--- src/rtl/fbr_pkg.sv ---
package fbr_pkg;

  typedef enum logic [2:0] {
    ST_IDLE      = 3'd0,
    ST_ACK       = 3'd1,
    ST_WAIT_DATA = 3'd2,
    ST_XFER      = 3'd3,
    ST_HOLD      = 3'd4,
    ST_GAP       = 3'd5
  } fbr_state_e;

  // Number of 512-byte blocks making up the whole boot area.
  function automatic logic [31:0] boot_blocks(input logic [31:0] mult,
                                              input logic [31:0] per_unit);
    return mult * per_unit;
  endfunction

  function automatic int unsigned max3(input int unsigned a,
                                       input int unsigned b,
                                       input int unsigned c);
    int unsigned m;
    m = (a > b) ? a : b;
    return (m > c) ? m : c;
  endfunction

endpackage

--- src/rtl/fbr_low_timer.sv ---
module fbr_low_timer #(
  parameter int unsigned ACK_TO_CLKS  = 2600000,
  parameter int unsigned DATA_TO_CLKS = 52000000,
  parameter int unsigned MIN_LOW_CLKS = 74,
  localparam int unsigned CMAX = fbr_pkg::max3(ACK_TO_CLKS, DATA_TO_CLKS, MIN_LOW_CLKS),
  localparam int unsigned TW   = $clog2(CMAX + 1)
) (
  input  logic          clk,
  input  logic          rst_n,
  input  logic          clear_i,
  input  logic          run_i,
  output logic [TW-1:0] low_cnt_o,
  output logic          ack_late_o,
  output logic          data_late_o,
  output logic          min_met_o
);

  logic [TW-1:0] low_q;

  // Cycles the command line has been low; zero in the first low cycle.
  always_ff @(posedge clk or negedge rst_n) begin
    if (!rst_n)                                   low_q <= '0;
    else if (clear_i)                             low_q <= '0;
    else if (run_i && (low_q != TW'(CMAX)))       low_q <= low_q + 1'b1;
  end

  assign low_cnt_o   = low_q;
  assign ack_late_o  = low_q >= TW'(ACK_TO_CLKS - 1);
  assign data_late_o = low_q >= TW'(DATA_TO_CLKS - 1);
  assign min_met_o   = low_q >= TW'(MIN_LOW_CLKS - 1);

endmodule

--- src/rtl/fbr_dat0_watch.sv ---
module fbr_dat0_watch (
  input  logic clk,
  input  logic rst_n,
  input  logic clear_i,
  input  logic dat0_i,
  output logic ack_hit_o,
  output logic start_bit_o
);

  logic [1:0] hist_q;

  always_ff @(posedge clk or negedge rst_n) begin
    if (!rst_n)       hist_q <= 2'b11;
    else if (clear_i) hist_q <= 2'b11;
    else              hist_q <= {hist_q[0], dat0_i};
  end

  // Oldest sample first: 0, then 1, then the current 0.
  assign ack_hit_o   = ({hist_q, dat0_i} == 3'b010);
  assign start_bit_o = !dat0_i;

endmodule

--- src/rtl/fbr_blk_count.sv ---
module fbr_blk_count #(
  parameter int unsigned MULT_W    = 8,
  parameter int unsigned PER_UNIT  = 256,
  localparam int unsigned CNT_W    = MULT_W + $clog2(PER_UNIT + 1)
) (
  input  logic              clk,
  input  logic              rst_n,
  input  logic              clear_i,
  input  logic [MULT_W-1:0] mult_i,
  input  logic              blk_ok_i,
  output logic              last_o
);

  logic [MULT_W-1:0] mult_q;
  logic [CNT_W-1:0]  cnt_q;
  logic [CNT_W-1:0]  total;

  assign total = CNT_W'(fbr_pkg::boot_blocks(32'(mult_q), 32'(PER_UNIT)));

  always_ff @(posedge clk or negedge rst_n) begin
    if (!rst_n) begin
      mult_q <= '0;
      cnt_q  <= '0;
    end else if (clear_i) begin
      mult_q <= mult_i;
      cnt_q  <= '0;
    end else if (blk_ok_i) begin
      cnt_q  <= cnt_q + 1'b1;
    end
  end

  assign last_o = blk_ok_i && (cnt_q == total - 1'b1);

  // no good block is ever counted beyond the configured total
  assert_blk_bound_R5: assert property (@(posedge clk) disable iff (!rst_n)
    blk_ok_i |-> (cnt_q < total))
    else $error("good block counted beyond configured total");

endmodule

--- src/rtl/fbr_gap_timer.sv ---
module fbr_gap_timer #(
  parameter int unsigned GAP_CLKS = 56,
  localparam int unsigned GW      = $clog2(GAP_CLKS + 1)
) (
  input  logic clk,
  input  logic rst_n,
  input  logic run_i,
  output logic done_o
);

  logic [GW-1:0] gap_q;

  always_ff @(posedge clk or negedge rst_n) begin
    if (!rst_n)      gap_q <= '0;
    else if (!run_i) gap_q <= '0;
    else if (!done_o) gap_q <= gap_q + 1'b1;
  end

  assign done_o = run_i && (gap_q == GW'(GAP_CLKS - 1));

  // the quiet-gap count never passes its length
  assert_gap_bound_R7: assert property (@(posedge clk) disable iff (!rst_n)
    32'(gap_q) < GAP_CLKS)
    else $error("gap counter overran");

endmodule

--- src/rtl/flash_boot_reader.sv ---
module flash_boot_reader
  import fbr_pkg::*;
#(
  parameter int unsigned MULT_W          = 8,
  parameter int unsigned BLOCKS_PER_UNIT = 256,
  parameter int unsigned ACK_TO_CLKS     = 2600000,
  parameter int unsigned DATA_TO_CLKS    = 52000000,
  parameter int unsigned MIN_LOW_CLKS    = 74,
  parameter int unsigned GAP_CLKS        = 56
) (
  input  logic              clk,
  input  logic              rst_n,
  input  logic              boot_start_i,
  input  logic              abort_i,
  input  logic              abort_now_i,
  input  logic              dat0_i,
  input  logic              blk_done_i,
  input  logic              blk_crc_ok_i,
  input  logic              cfg_ack_en_i,
  input  logic [MULT_W-1:0] cfg_size_mult_i,
  output logic              cmd_oe_o,
  output logic              cmd_o,
  output logic [2:0]        state_o,
  output logic              err_ack_o,
  output logic              err_data_o,
  output logic              err_crc_o,
  output logic              cmd1_ready_o
);

  localparam int unsigned TW = $clog2(max3(ACK_TO_CLKS, DATA_TO_CLKS, MIN_LOW_CLKS) + 1);

  fbr_state_e    state_q, state_d;
  logic          in_low, start_ok;
  logic          blk_ok, blk_bad, blk_last;
  logic          ack_hit, start_bit;
  logic          ack_late, data_late, min_met;
  logic [TW-1:0] low_cnt;
  logic          gap_done;
  logic          rel_req, set_ack, set_data, set_crc, pend_set;
  logic          abort_pend_q;
  logic          err_ack_q, err_data_q, err_crc_q;

  assign in_low   = state_q inside {ST_ACK, ST_WAIT_DATA, ST_XFER, ST_HOLD};
  assign start_ok = (state_q == ST_IDLE) && boot_start_i && (|cfg_size_mult_i);
  assign blk_ok   = (state_q == ST_XFER) && blk_done_i && blk_crc_ok_i;
  assign blk_bad  = (state_q == ST_XFER) && blk_done_i && !blk_crc_ok_i;

  fbr_low_timer #(
    .ACK_TO_CLKS (ACK_TO_CLKS),
    .DATA_TO_CLKS(DATA_TO_CLKS),
    .MIN_LOW_CLKS(MIN_LOW_CLKS)
  ) u_low (
    .clk        (clk),
    .rst_n      (rst_n),
    .clear_i    (start_ok),
    .run_i      (in_low),
    .low_cnt_o  (low_cnt),
    .ack_late_o (ack_late),
    .data_late_o(data_late),
    .min_met_o  (min_met)
  );

  fbr_dat0_watch u_dat0 (
    .clk        (clk),
    .rst_n      (rst_n),
    .clear_i    (start_ok),
    .dat0_i     (dat0_i),
    .ack_hit_o  (ack_hit),
    .start_bit_o(start_bit)
  );

  fbr_blk_count #(
    .MULT_W  (MULT_W),
    .PER_UNIT(BLOCKS_PER_UNIT)
  ) u_blk (
    .clk     (clk),
    .rst_n   (rst_n),
    .clear_i (start_ok),
    .mult_i  (cfg_size_mult_i),
    .blk_ok_i(blk_ok),
    .last_o  (blk_last)
  );

  fbr_gap_timer #(
    .GAP_CLKS(GAP_CLKS)
  ) u_gap (
    .clk   (clk),
    .rst_n (rst_n),
    .run_i (state_q == ST_GAP),
    .done_o(gap_done)
  );

  always_comb begin
    state_d  = state_q;
    rel_req  = 1'b0;
    set_ack  = 1'b0;
    set_data = 1'b0;
    set_crc  = 1'b0;
    pend_set = 1'b0;
    case (state_q)
      ST_IDLE: if (start_ok) state_d = cfg_ack_en_i ? ST_ACK : ST_WAIT_DATA;
      ST_ACK: begin
        if (abort_i)       rel_req = 1'b1;
        else if (ack_hit)  state_d = ST_WAIT_DATA;
        else if (ack_late) begin rel_req = 1'b1; set_ack = 1'b1; end
      end
      ST_WAIT_DATA: begin
        if (abort_i)        rel_req = 1'b1;
        else if (start_bit) state_d = ST_XFER;
        else if (data_late) begin rel_req = 1'b1; set_data = 1'b1; end
      end
      ST_XFER: begin
        if (blk_bad)                                            begin rel_req = 1'b1; set_crc = 1'b1; end
        else if (blk_ok && (blk_last || abort_pend_q || abort_i)) rel_req  = 1'b1;
        else if (abort_i && abort_now_i)                          rel_req  = 1'b1;
        else if (abort_i)                                         pend_set = 1'b1;
      end
      ST_HOLD: if (min_met)  state_d = ST_GAP;
      ST_GAP:  if (gap_done) state_d = ST_IDLE;
      default: state_d = ST_IDLE;
    endcase
    if (rel_req) state_d = min_met ? ST_GAP : ST_HOLD;
  end

  always_ff @(posedge clk or negedge rst_n) begin
    if (!rst_n) begin
      state_q      <= ST_IDLE;
      abort_pend_q <= 1'b0;
      err_ack_q    <= 1'b0;
      err_data_q   <= 1'b0;
      err_crc_q    <= 1'b0;
    end else begin
      state_q      <= state_d;
      abort_pend_q <= (state_q == ST_XFER) && (abort_pend_q || pend_set);
      if (start_ok) begin
        err_ack_q  <= 1'b0;
        err_data_q <= 1'b0;
        err_crc_q  <= 1'b0;
      end else begin
        err_ack_q  <= err_ack_q  | set_ack;
        err_data_q <= err_data_q | set_data;
        err_crc_q  <= err_crc_q  | set_crc;
      end
    end
  end

  assign cmd_oe_o     = (state_q != ST_IDLE);
  assign cmd_o        = !in_low;
  assign state_o      = state_q;
  assign err_ack_o    = err_ack_q;
  assign err_data_o   = err_data_q;
  assign err_crc_o    = err_crc_q;
  assign cmd1_ready_o = gap_done;

  // the line only enters the gap once the minimum low time is met
  assert_min_low_R2: assert property (@(posedge clk) disable iff (!rst_n)
    $rose(state_q == ST_GAP) |-> $past(min_met))
    else $error("command line released before minimum low time");

  // acknowledge wait never outlives its deadline
  assert_ack_deadline_R3: assert property (@(posedge clk) disable iff (!rst_n)
    (state_q == ST_ACK) |-> (32'(low_cnt) < ACK_TO_CLKS))
    else $error("acknowledge wait past deadline");

  // first-data wait never outlives its deadline
  assert_data_deadline_R4: assert property (@(posedge clk) disable iff (!rst_n)
    (state_q == ST_WAIT_DATA) |-> (32'(low_cnt) < DATA_TO_CLKS))
    else $error("first-data wait past deadline");

  // the ready strobe is followed by idle
  assert_ready_then_idle_R7: assert property (@(posedge clk) disable iff (!rst_n)
    cmd1_ready_o |=> (state_q == ST_IDLE))
    else $error("ready strobe not followed by idle");

  // a bad block leaves the low states
  assert_crc_release_R10: assert property (@(posedge clk) disable iff (!rst_n)
    blk_bad |=> (state_q inside {ST_HOLD, ST_GAP}))
    else $error("bad CRC did not release");

endmodule

--- config.mk ---
export PLATFORM = sky130hd
export DESIGN_NAME = flash_boot_reader
export DESIGN_NICKNAME = d
export VERILOG_FILES = /design/src/rtl/fbr_pkg.sv /design/src/rtl/fbr_low_timer.sv /design/src/rtl/fbr_dat0_watch.sv /design/src/rtl/fbr_blk_count.sv /design/src/rtl/fbr_gap_timer.sv /design/src/rtl/flash_boot_reader.sv
export SDC_FILE = /design/constraint.sdc
export NUM_CORES = 1
export LEC_CHECK = 0
export ABC_CLOCK_PERIOD_IN_PS = 3600
export BUFFER_PORTS_ARGS = -buffer_cell sky130_fd_sc_hd__buf_2
export CAP_MARGIN = 25
export CORE_ASPECT_RATIO = 1.5
export CORE_MARGIN = 5
export CORE_UTILIZATION = 45
export DETAILED_ROUTE_END_ITERATION = 10
export GPL_TIMING_DRIVEN = 0
export PLACE_DENSITY = 0.68
export SLEW_MARGIN = 10
export SYNTH_ARGS = -nofsm -noshare
export SYNTH_HDL_FRONTEND = slang
export SYNTH_SLANG_ARGS = --single-unit
--- constraint.sdc ---
create_clock -name clk -period 3.6 [get_ports clk]
set_input_delay 0.36 -clock clk [delete_from_list [all_inputs] [get_ports clk]]
set_output_delay 0.36 -clock clk [all_outputs]
set_load 0.01 [all_outputs]
==> flow_summary.toml <==
[status]
outcome = "finished, final reports clean"

[global_routing]
gr-total-overflow = 0
grt_pass1_wl_um = 15340
antenna_found_initial = 0
grt_pass1_vias = 3254
grt_max_degree = 36
track_usage_pct = 18.65

[clocking]
root_buffer = "clkbuf_16"
clk_pin_slew_worst_paths_ns = 0.06
insertion_delay_ns = 0.33
ctsResizeCount = 0
postCtsHoldBufs = 1
cts_buffers = 9
cts.repair_timing.setup_buffer_count = 0
cts.sinks = 66
clockBufferDepth = 2
cts_tree = "built"
cts_htree_levels = 3

[synth]
synth-edff-count = 0
seq_area_frac_synth_pct = 43.39
yosysTopAreaCell = "dfrtp_1"
syn_inst = 423
synth_area_mm2 = 0.003812
synthArstFlopShare_pct = 100.0
synthMuxAreaShare_pct = 2.232
synth_compound_area_share_pct = 9.747
yosysMostFrequentCell = "nor2_1"
synthAdderAreaFrac_pct = 2.297
ys_types = 56
synth-xor-area-share_pct = 11.49
ys_top_cells_by_count = "65 x nor2_1, 64 x dfrtp_1, 39 x nand2_1"
synth_area_leaders = "dfrtp_1 42%, nor2_1 6.4%, xnor2_1 5.7%, xor2_1 5.7%, nand2_1 3.8%"
yosysTopAreaCellShare_pct = 42.01
synth-simple-area-share_pct = 28.16
syn_area_per_cell_um2 = 9.013
synth-seq-cells = 66
synthesis.nets = 447
yosys_warnings = 0
ys.flop_type = "dfrtp_1"
synth_top_family_by_area = "simple AND/OR/NAND/NOR gates"

[place]
post-dp-hpwl_um = 6573
place_congestion = 0.9066
port_buffers = 25

[pwr]
p_sw_w = 0.0003565
p_leak_nw = 1.853
ir_drop_v = 0.0002538
p_comb_share_pct = 2.4
p_sw_share_pct = 21.31
pwr-share-seq_pct = 44.8
finalPower_w = 0.001673
p_clk_share_pct = 52.8
power.internal_w = 0.001316
p_per_area_mw_per_mm2 = 379.5

[final_layout]
syn_to_final_growth_pct = 15.62
drive_above_1_share_pct = 12.45
num-nets-final = 485
fin_util_pct = 52.72
diodes = 0

[setup_path]
arrival_ns = 2.99
critPathMaxStageDelay_ns = 0.68
crit_path_start_kind = "flip-flop"
endpoint_kind = "flip-flop"
reg2reg_setup_slack_ns = 0.80
cp_slowest_cell = "nor3_1"
required_ns = 3.79
path_buf_inv = 3
critPathKind = "flip-flop to flip-flop"
crit_chain = "clkbuf_1 > nor3_1 > nand2_1 > nor2_1 > clkbuf_1 > buf_1 > nor2_1"
path_max_fanout = 10
critical-path-top-delay-family = "simple AND/OR/NAND/NOR gates"

[sta]
fin_crit_ns = 2.798
period_share_pct = 77.73
tns_ns = 0
timing.final.max_slew_violations = 0
fmax_mhz = 357.3
hold_ws_ns = 0.2628
slew_headroom_pct = 43.64
finalHoldViolations = 0
final-setup-viol-count = 0
rsz0062_at_grt = "no"
worst_clock_skew_ns = 0.007401
tightestPinTransition_ns = 0.8376

[job]
cap_violations = 0

[drt]
routed_via_density = 5.424
drt_wl_total_um = 8851
drt_iter0_drc = 120
drcViolationCount = 0
firstDrtPassIters = 4
via_count = 3108
drt.antenna.violating_nets = 0
avgRoutedWirePerCell_um = 15.45

[hold_path]
min_path_type = "input pin to flip-flop"

[die]
die_w_um = 85.16
die_h_um = 122.7
rows = 41
die-area_mm2 = 0.01045
initial_core_util_pct = 45.59
fp.coreArea_mm2 = 0.008362
io_pins = 26
-- worst register-to-register path, delay by kind of cell, from the launching register on --
| kind | cells | cell delay (ns) |
|---|---|---|
| buffers and inverters | 3 | 1.04 |
| and+or+nand+nor | 4 | 1.25 |
| DFF | 1 | 0.37 |
-- registers in the layout, summed over array words and instances, names as in the netlist --
name and flops:
u_blk.cnt_q 17, u_gap.gap_q 6, state_o 3, err_crc_o 1
abort_pend_q 1, u_blk.mult_q 8, err_data_o 1, err_ack_o 1
u_low.low_cnt_o 26, u_dat0.hist_q 2
-- power by group through the flow --
| stage | clock network (W) | registers [W] | logic (W) |
|---|---|---|---|
| 3_3_place_gp | 0 | 0.000763 | 0.0000363 |
| 5_1_grt | 0.000939 | 0.000750 | 0.0000460 |
| 2_1_floorplan | 0 | 0.000762 | 0.00000814 |
| 3_5_place_dp | 0 | 0.000763 | 0.0000401 |
| 6_report | 0.000884 | 0.000750 | 0.0000396 |
| 4_1_cts | 0.000905 | 0.000750 | 0.0000413 |
-- per-layer routing --
metal  global-route usage (%)  up-vias  wire length [µm]
met5                        0        -                 0
met2                    32.98       54              4802
met3                    4.231       13               303
li1                         -     1555                 -
met1                    21.41     1486              3582
met4                    8.020        0               162
-- layout make-up --
| type | count | area (µm²) |
|---|---|---|
| fillers | 792 | 3954 |
| multi-input cells | 330 | 2056 |
| flip-flops and latches | 66 | 1654 |
| clock buffers | 10 | 239.0 |
| repair buffers | 27 | 157.7 |
| well taps | 107 | 133.9 |
| clock inverters | 6 | 65.06 |
| inverters | 15 | 56.30 |
| plain buffers | 12 | 46.29 |
-- logic make-up (layout without fill, tap and decap cells) --
group           Yosys count  count (layout)
buf+inv                  27              70
compound gates           54              54
flops                    66              66
fa+ha+maj                 7               7
xor+xnor                 50              50
simple gates            211             211
mux                       8               8
-- stage by stage --
step / setup slack, ns / cells / area [µm²]
floorplan: 1.315 / 423 / 3812
global placement: 0.7838 / 555 / 4071
detailed placement: 0.7440 / 556 / 4094
CTS: 0.7174 / 573 / 4408
global route: 0.4693 / 573 / 4408
finish: 0.8016 / 573 / 4408
-- path summary, 6_finish.rpt --
check / startpoint / to / cells after the start
min reg2reg: err_data_o / err_data_o / 2
min: cfg_size_mult_i[6] / u_blk.mult_q[6] / 3
min in group asynchronous: rst_n / abort_pend_q / 2
max reg2reg: state_o[0] / u_low.low_cnt_o[17] / 7
max in group asynchronous: rst_n / u_low.low_cnt_o[19] / 3
max: state_o[0] / u_low.low_cnt_o[17] / 7
-- placed cells by master (no fill, tap or decap), types with 2 or more instances in the layout --
master,synthesis,routed
nor2_1,65,65
dfrtp_1,64,64
nand2_1,39,39
buf_2,1,25
xor2_1,25,25
xnor2_1,25,25
nand3_1,24,24
a21oi_1,17,17
inv_1,14,14
o21ai_0,14,14
nor3_1,12,12
or3_1,10,10
clkbuf_1,9,9
nor4_1,9,9
clkbuf_16,0,9
nand4_1,8,8
and3_1,8,8
ha_1,7,7
o21ai_1,5,5
and2_1,4,4
mux2i_1,4,4
mux2_1,4,4
nor2b_1,3,3
nand3b_1,3,3
nand2b_1,3,3
or3b_1,3,3
nor4b_1,3,3
and4_1,3,3
or4_1,2,2
or2_1,2,2
a31oi_1,2,2
or4_4,2,2
a211o_1,2,2
buf_1,2,2
nor3_2,2,2
clkinv_2,0,2
dfstp_2,2,2
(Power assumes the default switching activity.)
